$ cat src/rtl/ir_cap_pkg.sv
`timescale 1ns/1ps
package ir_cap_pkg;

   localparam int unsigned ADDR_W = 4;
   localparam int unsigned DATA_W = 32;
   localparam int unsigned DUR_W  = 16;

   // register word addresses
   localparam logic [ADDR_W-1:0] RA_ENABLE = 4'd0;
   localparam logic [ADDR_W-1:0] RA_CONFIG = 4'd1;
   localparam logic [ADDR_W-1:0] RA_BUSY   = 4'd2;
   localparam logic [ADDR_W-1:0] RA_COUNT  = 4'd3;
   localparam logic [ADDR_W-1:0] RA_DATA   = 4'd4;
   localparam logic [ADDR_W-1:0] RA_MASK   = 4'd5;
   localparam logic [ADDR_W-1:0] RA_STATUS = 4'd6;
   localparam logic [ADDR_W-1:0] RA_CLEAR  = 4'd7;
   localparam logic [ADDR_W-1:0] RA_START  = 4'd8;

   // config field placement
   localparam int unsigned CF_FREQ_LSB = 0;
   localparam int unsigned CF_FREQ_W   = 7;
   localparam int unsigned CF_RAW_BIT  = 7;
   localparam int unsigned CF_LVL_LSB  = 8;
   localparam int unsigned CF_LVL_W    = 6;
   localparam int unsigned CF_FMT_LSB  = 14;
   localparam int unsigned CF_FMT_W    = 2;
   localparam int unsigned CF_MAXW_LSB = 16;

   localparam logic [DATA_W-1:0] CFG_RESET = 32'h3E80_0000;

   // flag order inside the 3-bit status group
   localparam int unsigned FL_RX  = 0;
   localparam int unsigned FL_TO  = 1;
   localparam int unsigned FL_OVF = 2;
   localparam int unsigned ST_RAW_LSB = 8;
   localparam int unsigned ST_MSK_LSB = 24;
   localparam int unsigned CLR_LSB    = 16;

   typedef enum logic [1:0] {
      CAP_IDLE  = 2'd0,
      CAP_PULSE = 2'd1,
      CAP_SPACE = 2'd2
   } cap_state_e;

   typedef struct packed {
      logic [DUR_W-1:0] space;
      logic [DUR_W-1:0] pulse;
   } sym_word_t;

endpackage

$ cat src/rtl/ir_cap_sync.sv
`timescale 1ns/1ps
module ir_cap_sync #(
   parameter int unsigned STAGES  = 2,
   parameter bit          RST_VAL = 1'b1
) (
   input  logic clk,
   input  logic rst_n,
   input  logic d,
   output logic q
);

   initial begin
      assert (STAGES >= 2) else $error("ir_cap_sync: STAGES must be at least 2");
   end

   logic [STAGES-1:0] chain;

   always_ff @(posedge clk) begin
      if (!rst_n) chain[0] <= RST_VAL;
      else        chain[0] <= d;
   end

   for (genvar i = 1; i < STAGES; i++) begin : g_stage
      always_ff @(posedge clk) begin
         if (!rst_n) chain[i] <= RST_VAL;
         else        chain[i] <= chain[i-1];
      end
   end

   assign q = chain[STAGES-1];

endmodule

$ cat src/rtl/ir_cap_timer.sv
`timescale 1ns/1ps
module ir_cap_timer #(
   parameter int unsigned FREQ_W  = 7,
   parameter int unsigned UNIT_US = 10
) (
   input  logic              clk,
   input  logic              rst_n,
   input  logic              restart,
   input  logic [FREQ_W-1:0] freq_m1,
   output logic              tick
);

   localparam int unsigned CNT_W = $clog2((2**FREQ_W) * UNIT_US + 1);

   initial begin
      assert (UNIT_US >= 2) else $error("ir_cap_timer: UNIT_US must be at least 2");
   end

   logic [CNT_W-1:0] cnt;
   logic [CNT_W-1:0] limit;

   // clocks per unit minus one: (F+1) clocks per microsecond, UNIT_US of them
   assign limit = (CNT_W'(freq_m1) + CNT_W'(1)) * CNT_W'(UNIT_US) - CNT_W'(1);
   assign tick  = !restart && (cnt == limit);

   // restart loads 1: the restart clock is the first clock of the new phase
   always_ff @(posedge clk) begin
      if (!rst_n)            cnt <= '0;
      else if (restart)      cnt <= CNT_W'(1);
      else if (cnt == limit) cnt <= '0;
      else                   cnt <= cnt + CNT_W'(1);
   end

   // a unit tick is never followed directly by another
   assert_tick_gap_R3: assert property (@(posedge clk) disable iff (!rst_n)
      tick |=> !tick);

endmodule

$ cat src/rtl/ir_cap_sym.sv
`timescale 1ns/1ps
module ir_cap_sym
   import ir_cap_pkg::*;
(
   input  logic             clk,
   input  logic             rst_n,
   input  logic             run,
   input  logic             line,
   input  logic             active_lvl,
   input  logic [DUR_W-1:0] maxw,
   input  logic             tick,
   output logic             restart,
   output logic             push,
   output logic             timeout,
   output sym_word_t        word
);

   cap_state_e       state, nstate;
   logic [DUR_W-1:0] pulse_q, space_q;
   logic [DUR_W:0]   sum;
   logic             active, reach;
   logic [DUR_W-1:0] trunc;

   assign active = (line == active_lvl);
   assign sum    = {1'b0, pulse_q} + {1'b0, space_q};
   assign reach  = (sum >= {1'b0, maxw});
   assign trunc  = (pulse_q >= maxw) ? '0 : (maxw - pulse_q);

   always_comb begin
      nstate     = state;
      restart    = 1'b0;
      push       = 1'b0;
      timeout    = 1'b0;
      word.pulse = pulse_q;
      word.space = space_q;
      unique case (state)
         CAP_IDLE: begin
            if (active) begin
               restart = 1'b1;
               nstate  = CAP_PULSE;
            end
         end
         CAP_PULSE: begin
            if (!active) begin
               restart = 1'b1;
               nstate  = CAP_SPACE;
            end
         end
         CAP_SPACE: begin
            if (active) begin
               restart = 1'b1;
               push    = 1'b1;
               nstate  = CAP_PULSE;
            end else if (reach) begin
               push       = 1'b1;
               timeout    = 1'b1;
               word.space = trunc;
               nstate     = CAP_IDLE;
            end
         end
         default: nstate = CAP_IDLE;
      endcase
      if (!run) begin
         nstate  = CAP_IDLE;
         restart = 1'b0;
         push    = 1'b0;
         timeout = 1'b0;
      end
   end

   always_ff @(posedge clk) begin
      if (!rst_n) begin
         state   <= CAP_IDLE;
         pulse_q <= '0;
         space_q <= '0;
      end else begin
         state <= nstate;
         if (nstate == CAP_PULSE && state != CAP_PULSE) begin
            pulse_q <= '0;
            space_q <= '0;
         end else if (state == CAP_PULSE && active && tick) begin
            if (pulse_q < maxw) pulse_q <= pulse_q + 1'b1;
         end else if (state == CAP_SPACE && !active && tick) begin
            if (space_q != '1) space_q <= space_q + 1'b1;
         end
      end
   end

   // an end-of-stream word never exceeds the maximum width
   assert_trunc_sum_R6: assert property (@(posedge clk) disable iff (!rst_n)
      (push && timeout) |-> (({1'b0, word.pulse} + {1'b0, word.space} == {1'b0, maxw})
                             || (word.space == '0)));

   // the active count never climbs past the maximum width
   assert_pulse_sat_R6: assert property (@(posedge clk) disable iff (!rst_n)
      (state == CAP_PULSE && pulse_q == maxw && $stable(maxw)) |=> (pulse_q == maxw || state != CAP_PULSE));

endmodule

$ cat src/rtl/ir_cap_fifo.sv
`timescale 1ns/1ps
module ir_cap_fifo #(
   parameter int unsigned WIDTH = 32,
   parameter int unsigned DEPTH = 64
) (
   input  logic                     clk,
   input  logic                     rst_n,
   input  logic                     flush,
   input  logic                     push,
   input  logic [WIDTH-1:0]         din,
   input  logic                     pop,
   output logic [WIDTH-1:0]         dout,
   output logic [$clog2(DEPTH):0]   count,
   output logic                     full,
   output logic                     empty
);

   localparam int unsigned AW = $clog2(DEPTH);
   localparam int unsigned CW = AW + 1;

   initial begin
      assert (DEPTH >= 2 && (DEPTH & (DEPTH - 1)) == 0)
         else $error("ir_cap_fifo: DEPTH must be a power of two, at least 2");
   end

   logic [WIDTH-1:0] mem [DEPTH];
   logic [AW-1:0]    wr_ptr, rd_ptr;
   logic             push_ok, pop_ok;

   assign full    = (count == CW'(DEPTH));
   assign empty   = (count == '0);
   assign push_ok = push && !full;
   assign pop_ok  = pop && !empty;
   assign dout    = empty ? '0 : mem[rd_ptr];

   always_ff @(posedge clk) begin
      if (push_ok) mem[wr_ptr] <= din;
   end

   always_ff @(posedge clk) begin
      if (!rst_n || flush) begin
         wr_ptr <= '0;
         rd_ptr <= '0;
         count  <= '0;
      end else begin
         if (push_ok) wr_ptr <= wr_ptr + 1'b1;
         if (pop_ok)  rd_ptr <= rd_ptr + 1'b1;
         unique case ({push_ok, pop_ok})
            2'b10:   count <= count + 1'b1;
            2'b01:   count <= count - 1'b1;
            default: count <= count;
         endcase
      end
   end

   // a push into a full FIFO leaves it full and untouched
   assert_full_holds_R8: assert property (@(posedge clk) disable iff (!rst_n)
      (full && push && !pop && !flush) |=> full);

   // occupancy stays within the depth
   assert_count_bound_R7: assert property (@(posedge clk) disable iff (!rst_n)
      count <= CW'(DEPTH));

endmodule

$ cat src/rtl/ir_cap.sv
`timescale 1ns/1ps
module ir_cap
   import ir_cap_pkg::*;
#(
   parameter int unsigned FIFO_DEPTH  = 64,
   parameter int unsigned INIT_CYCLES = 16,
   parameter int unsigned SYNC_STAGES = 2,
   parameter int unsigned UNIT_US     = 10
) (
   input  logic        clk,
   input  logic        rst_n,
   input  logic        ir_in,
   input  logic        bus_wr,
   input  logic        bus_rd,
   input  logic [3:0]  bus_addr,
   input  logic [31:0] bus_wdata,
   output logic [31:0] bus_rdata,
   output logic        irq
);

   localparam int unsigned BUSY_W = $clog2(INIT_CYCLES + 1);
   localparam int unsigned CNT_W  = $clog2(FIFO_DEPTH) + 1;

   initial begin
      assert (INIT_CYCLES >= 1) else $error("ir_cap: INIT_CYCLES must be at least 1");
   end

   // register state
   logic              en_q, run_q;
   logic [BUSY_W-1:0] busy_cnt;
   logic [31:0]       cfg_q;
   logic [2:0]        mask_q;
   logic [2:0]        flags_q;

   // decoded config fields
   logic [CF_FREQ_W-1:0] cf_freq;
   logic [CF_LVL_W-1:0]  cf_lvl;
   logic [CF_FMT_W-1:0]  cf_fmt;
   logic [DUR_W-1:0]     cf_maxw;
   logic                 cf_raw;

   assign cf_freq = cfg_q[CF_FREQ_LSB +: CF_FREQ_W];
   assign cf_raw  = cfg_q[CF_RAW_BIT];
   assign cf_lvl  = cfg_q[CF_LVL_LSB +: CF_LVL_W];
   assign cf_fmt  = cfg_q[CF_FMT_LSB +: CF_FMT_W];
   assign cf_maxw = cfg_q[CF_MAXW_LSB +: DUR_W];

   // bus decode
   logic wr_enable, wr_config, wr_mask, wr_clear, wr_start, rd_data;
   logic [2:0] clr_bits;

   assign wr_enable = bus_wr && (bus_addr == RA_ENABLE);
   assign wr_config = bus_wr && (bus_addr == RA_CONFIG);
   assign wr_mask   = bus_wr && (bus_addr == RA_MASK);
   assign wr_clear  = bus_wr && (bus_addr == RA_CLEAR);
   assign wr_start  = bus_wr && (bus_addr == RA_START);
   assign rd_data   = bus_rd && (bus_addr == RA_DATA);
   assign clr_bits  = wr_clear ? bus_wdata[CLR_LSB +: 3] : 3'b000;

   // capture datapath
   logic      line_s, active_lvl, cap_run;
   logic      unit_tick, phase_restart;
   logic      sym_push, sym_timeout;
   sym_word_t sym_word;
   logic [DATA_W-1:0] fifo_dout;
   logic [CNT_W-1:0]  fifo_count;
   logic              fifo_full, fifo_empty;

   assign cap_run    = run_q && cf_raw;
   assign active_lvl = (cf_fmt == 2'd1);

   ir_cap_sync #(.STAGES(SYNC_STAGES), .RST_VAL(1'b1)) u_sync (
      .clk(clk), .rst_n(rst_n), .d(ir_in), .q(line_s)
   );

   ir_cap_timer #(.FREQ_W(CF_FREQ_W), .UNIT_US(UNIT_US)) u_timer (
      .clk(clk), .rst_n(rst_n), .restart(phase_restart),
      .freq_m1(cf_freq), .tick(unit_tick)
   );

   ir_cap_sym u_sym (
      .clk(clk), .rst_n(rst_n), .run(cap_run), .line(line_s),
      .active_lvl(active_lvl), .maxw(cf_maxw), .tick(unit_tick),
      .restart(phase_restart), .push(sym_push), .timeout(sym_timeout),
      .word(sym_word)
   );

   ir_cap_fifo #(.WIDTH(DATA_W), .DEPTH(FIFO_DEPTH)) u_fifo (
      .clk(clk), .rst_n(rst_n), .flush(wr_enable),
      .push(sym_push), .din(sym_word), .pop(rd_data),
      .dout(fifo_dout), .count(fifo_count),
      .full(fifo_full), .empty(fifo_empty)
   );

   // control registers
   always_ff @(posedge clk) begin
      if (!rst_n) begin
         en_q     <= 1'b0;
         run_q    <= 1'b0;
         busy_cnt <= '0;
         cfg_q    <= CFG_RESET;
         mask_q   <= 3'b111;
      end else begin
         if (busy_cnt != '0) busy_cnt <= busy_cnt - 1'b1;
         if (wr_enable) begin
            en_q  <= bus_wdata[0];
            run_q <= 1'b0;
            if (bus_wdata[0]) busy_cnt <= BUSY_W'(INIT_CYCLES);
         end
         if (wr_start && en_q && busy_cnt == '0) run_q <= 1'b1;
         if (wr_config) cfg_q  <= bus_wdata;
         if (wr_mask)   mask_q <= bus_wdata[2:0];
      end
   end

   // status flags: a set in the same clock wins over a clear
   logic [2:0] flag_set;
   logic       ovf_drop;

   assign ovf_drop = sym_push && fifo_full;
   always_comb begin
      flag_set         = 3'b000;
      flag_set[FL_RX]  = sym_push && !fifo_full &&
                         ((32'(fifo_count) + 32'd1) > 32'(cf_lvl));
      flag_set[FL_TO]  = sym_timeout;
      flag_set[FL_OVF] = ovf_drop;
   end

   always_ff @(posedge clk) begin
      if (!rst_n || wr_enable) flags_q <= 3'b000;
      else                     flags_q <= flag_set | (flags_q & ~clr_bits);
   end

   logic [2:0] flags_vis;
   assign flags_vis = flags_q & ~mask_q;
   assign irq       = |flags_vis;

   // read mux
   always_comb begin
      bus_rdata = '0;
      unique case (bus_addr)
         RA_ENABLE: bus_rdata = {31'b0, en_q};
         RA_CONFIG: bus_rdata = cfg_q;
         RA_BUSY:   bus_rdata = 32'(busy_cnt);
         RA_COUNT:  bus_rdata = 32'(fifo_count);
         RA_DATA:   bus_rdata = fifo_dout;
         RA_MASK:   bus_rdata = {29'b0, mask_q};
         RA_STATUS: begin
            bus_rdata[ST_RAW_LSB +: 3] = flags_q;
            bus_rdata[ST_MSK_LSB +: 3] = flags_vis;
         end
         default:   bus_rdata = '0;
      endcase
   end

   // an enable write of 1 makes the block busy on the next clock
   assert_busy_on_enable_R2: assert property (@(posedge clk) disable iff (!rst_n)
      (bus_wr && bus_addr == RA_ENABLE && bus_wdata[0]) |=> (busy_cnt != '0));

   // overflow rises only after a symbol met a full FIFO
   assert_ovf_cause_R8: assert property (@(posedge clk) disable iff (!rst_n)
      $rose(flags_q[FL_OVF]) |-> $past(sym_push && fifo_full));

   // with every flag masked the interrupt line stays low
   assert_irq_masked_R10: assert property (@(posedge clk) disable iff (!rst_n)
      (mask_q == 3'b111) |-> !irq);

   // no capture while the block is initialising
   assert_no_push_busy_R2: assert property (@(posedge clk) disable iff (!rst_n)
      (busy_cnt != '0) |-> !run_q);

endmodule

$ cat config.mk
export PLATFORM = sky130hd
export DESIGN_NAME = ir_cap
export DESIGN_NICKNAME = d
export VERILOG_FILES = /design/src/rtl/ir_cap_pkg.sv /design/src/rtl/ir_cap_sync.sv /design/src/rtl/ir_cap_timer.sv /design/src/rtl/ir_cap_sym.sv /design/src/rtl/ir_cap_fifo.sv /design/src/rtl/ir_cap.sv
export SDC_FILE = /design/constraint.sdc
export NUM_CORES = 2
export LEC_CHECK = 0
export CAP_MARGIN = 25
export CELL_PAD_IN_SITES_DETAIL_PLACEMENT = 1
export CELL_PAD_IN_SITES_GLOBAL_PLACEMENT = 2
export CORE_ASPECT_RATIO = 1.2
export CORE_UTILIZATION = 46
export DETAILED_ROUTE_END_ITERATION = 8
export DONT_BUFFER_PORTS = 1
export PLACE_DENSITY_LB_ADDON = 0.1
export REMOVE_ABC_BUFFERS = 1
export SLEW_MARGIN = 20
export SYNTH_ARGS = -nofsm -noshare
export SYNTH_HDL_FRONTEND = slang
export SYNTH_SLANG_ARGS = --single-unit
$ cat constraint.sdc
create_clock -name clk -period 8.8 [get_ports clk]
set_input_delay 1.32 -clock clk [delete_from_list [all_inputs] [get_ports clk]]
set_output_delay 1.32 -clock clk [all_outputs]
set_load 0.01 [all_outputs]
==> metrics.txt <==
final setup vio count 0; Highest Clock Rate 0.1401 GHz; worst-margin pin slew approximately 1.1 ns; final setup TNS 0 ns; worst setup skew after layout approximately 0.049 ns; core area 0.1857 mm2; EDFF count, synth a little over 2k; Reg clk slew, reported paths around 0.070 ns; Final Hold Fails 0; post-layout min period 7.136 ns; static leakage between 20 and 25 nW; combinational fraction of design power less than 1%; sequential area share after synthesis roughly three quarters; Initial Util 46.41%; max-slew violation count 0; internal power ~16 mW; Yosys top cell by area edfxtp_1; grt met2 use 42.68%; yosys warns 0; sequential share of power 55.1%; NetSw between 4 and 5 mW; CP arrival between 7 and 8 ns; clk root buf clkbuf_16; vias per cell just over 6; Avg Cell Area, Syn around 21 um2; number of cells upsized or downsized after cts 0; first drt pass iteration count 5; Critical Path RT between 9 and 10 ns; worst slack at placement 1.585 ns; Mapped Cells ~4.1k; clock sink total 2165; Peak VDD IR 0.2008 mV; Die H 476.2 um; wire length per cell 35.38 um; PwrDens roughly 210 mW/mm2; GRT Overall Usage between 20% and 30%; DP HPWL between 150000 and 200000 um; post-route setup slack approximately 1.7 ns; input/output buffers 0; Antenna Nets Post-Route 0; final period utilization between 80% and 90%; Critical Path End Type register; DR vias 42.37k; Mapped Area between 0.08 and 0.09 mm2; row cnt around 170; Nets 4374; initial antenna violation count 20; maximum capacitance violations 0; clock latency on the worst-skew pair 0.88 ns; Post-CTS Setup Bufs 0; pin count of the biggest net entering global routing 100; RSZ-0062 raised after global routing false; Num CTS Buffers between 200 and 250; grt met3 use around 4.4%; I/O pin cnt 74; slew margin rel. just under 30%; WS Path Type register to register; total gr overflow 0; area growth from synthesis to layout 13.15%; Async S/R FF share, synth 0%; synth cell count leaders edfxtp_1, mux4_2, nand2_1; routability congestion estimate 0.8217; Crit Path Max Fanout 17; first-pass GRT wire length about 340000 um; post-synth top area share between 70% and 80%; total wire length between 200000 and 250000 um; flops & latches, synth ~2.2k; Netlist cell types approximately 80; status completed; met1 Usage GRT approximately 37%; share of cells above drive strength 1 between 20% and 30%; vias in the first global route approximately 44k; CTS tree yes; Fill cells 16.06k; Clock Path Buffers 3; CP startpoint kind register; Final Cell Area about 0.1 mm2; number of buffers inserted by hold repair at cts 0; area post-placement 0.09068 mm2; chip width slightly below 400 um; H-tree levels 4; Hold Crit Class register to register; count leader, synth edfxtp_1; Clock Power Share 44.3%; # DRC 0; Main synth FF type edfxtp_1; sw frac 20.07%; Die Area 0.1891 mm2; Starting DRT DRC Count around 4.4k; largest cells by area after synthesis edfxtp_1, mux4_2, dfxtp_1; Top Usage Layer GRT met2
## final cells by class
type                            instances  area, um2  share of cell area [%]
Sequential cell                      2165      63880                   65.49
Multi-Input combinational cell       1646      21960                   22.51
Clock buffer                          266       5632                   5.774
Tap cell                             2450       3065                   3.143
Timing Repair Buffer                  157       1551                   1.591
Clock inverter                        116       1170                   1.199
Inverter                               69      269.0                  0.2758
Antenna cell                            5      12.51                 0.01283
## through the flow
stage | utilization [%] | instances | power [mW] | hold slack [ns]
after floorplan | - | 3880 | 11.42 | 0.3863
after global placement | 48.77 | 6481 | 11.46 | 0.4004
after detailed placement | 48.83 | 6485 | 11.46 | 0.4084
after CTS | 52.49 | 6867 | 20.36 | 0.4388
after global routing | 52.51 | 6870 | 20.70 | 0.4568
final | 52.52 | 6874 | 20.19 | 0.4333
## cells by family after synthesis
group,count (synthesis),share of synthesized area [%]
flops,2165,74.06
mux,686,17.57
simple gates,505,2.748
compound gates,283,2.243
buf+inv,279,1.244
xor+xnor,90,0.9145
fa+ha+maj,82,1.216
## worst max-delay path, cell delays in order, from the launching register on
cell and delay (ns):
dfxtp_1 0.44, ha_1 0.21, inv_1 0.06, fa_1 0.41, nand2b_1 0.19, a211oi_1 0.33
o211ai_1 0.17, a21oi_1 0.36, nor2_1 0.10, o21bai_1 0.14, a21oi_1 0.09, xnor2_1 0.16
ha_1 0.31, o21a_1 0.12, o21ai_0 0.09, or3_1 0.37, o21ai_0 0.16, a221oi_1 0.14
nand3_1 0.20, and3_1 0.19, buf_4 0.22, inv_1 0.08, buf_4 0.18, or4b_2 0.92
nor2_4 0.74, buf_4 0.40
## power by group through the flow
stage / clock (mW) / combinational, mW / sequential (mW)
5_1_grt: 9.45 / 0.131 / 11.1
2_1_floorplan: 0 / 0.0850 / 11.3
6_report: 8.95 / 0.118 / 11.1
4_1_cts: 9.12 / 0.120 / 11.1
3_5_place_dp: 0 / 0.119 / 11.3
3_3_place_gp: 0 / 0.116 / 11.3
## state kept, by name, indices dropped and copies added (netlist names), named ones only
name / cells
u_sync.q: 1
busy_cnt: 5
cfg_q: 32
u_sync.chain: 1
flags_q: 3
u_sym.state: 2
u_timer.cnt: 11
mask_q: 3
en_q: 1
u_sym.space_q: 16
u_sym.pulse_q: 16
u_fifo.rd_ptr: 6
u_fifo.count: 7
u_fifo.mem: 2048
run_q: 1
u_fifo.wr_ptr: 6
## worst paths after layout
kind / start / to / slack, ns / cells after the start
worst max-delay path: u_sym.space_q[0] / u_fifo.mem[26][7] / 1.66 / 25
worst min-delay path: u_sync.chain[0] / u_sync.q / 0.43 / 1
worst min register to register: u_sync.chain[0] / u_sync.q / 0.43 / 1
worst max register to register: u_sym.space_q[0] / u_fifo.mem[26][7] / 1.66 / 25
## routing by layer
| metal | vias up | part of all wire (%) |
|---|---|---|
| li1 | 17380 | - |
| met1 | 23440 | 42 |
| met2 | 1303 | 50 |
| met3 | 247 | 6.3 |
| met4 | 2 | 1.8 |
| met5 | - | 0.0029 |
## placed cells by master, fill, tap and decap left out, types with 21 or more instances in the layout
cell type / instances
nand4_1: 21
clkinv_1: 41
clkinv_2: 41
xor2_1: 27
o21ai_0: 46
buf_4: 128
dfxtp_1: 96
clkbuf_1: 45
ha_1: 79
a21boi_0: 30
mux4_2: 661
inv_1: 67
xnor2_1: 63
edfxtp_1: 2048
a21oi_1: 65
nand3_1: 44
a21o_1: 21
nand2_1: 167
buf_12: 23
clkbuf_16: 215
nor2_4: 64
nor2_1: 85
(Power assumes the default switching activity.)
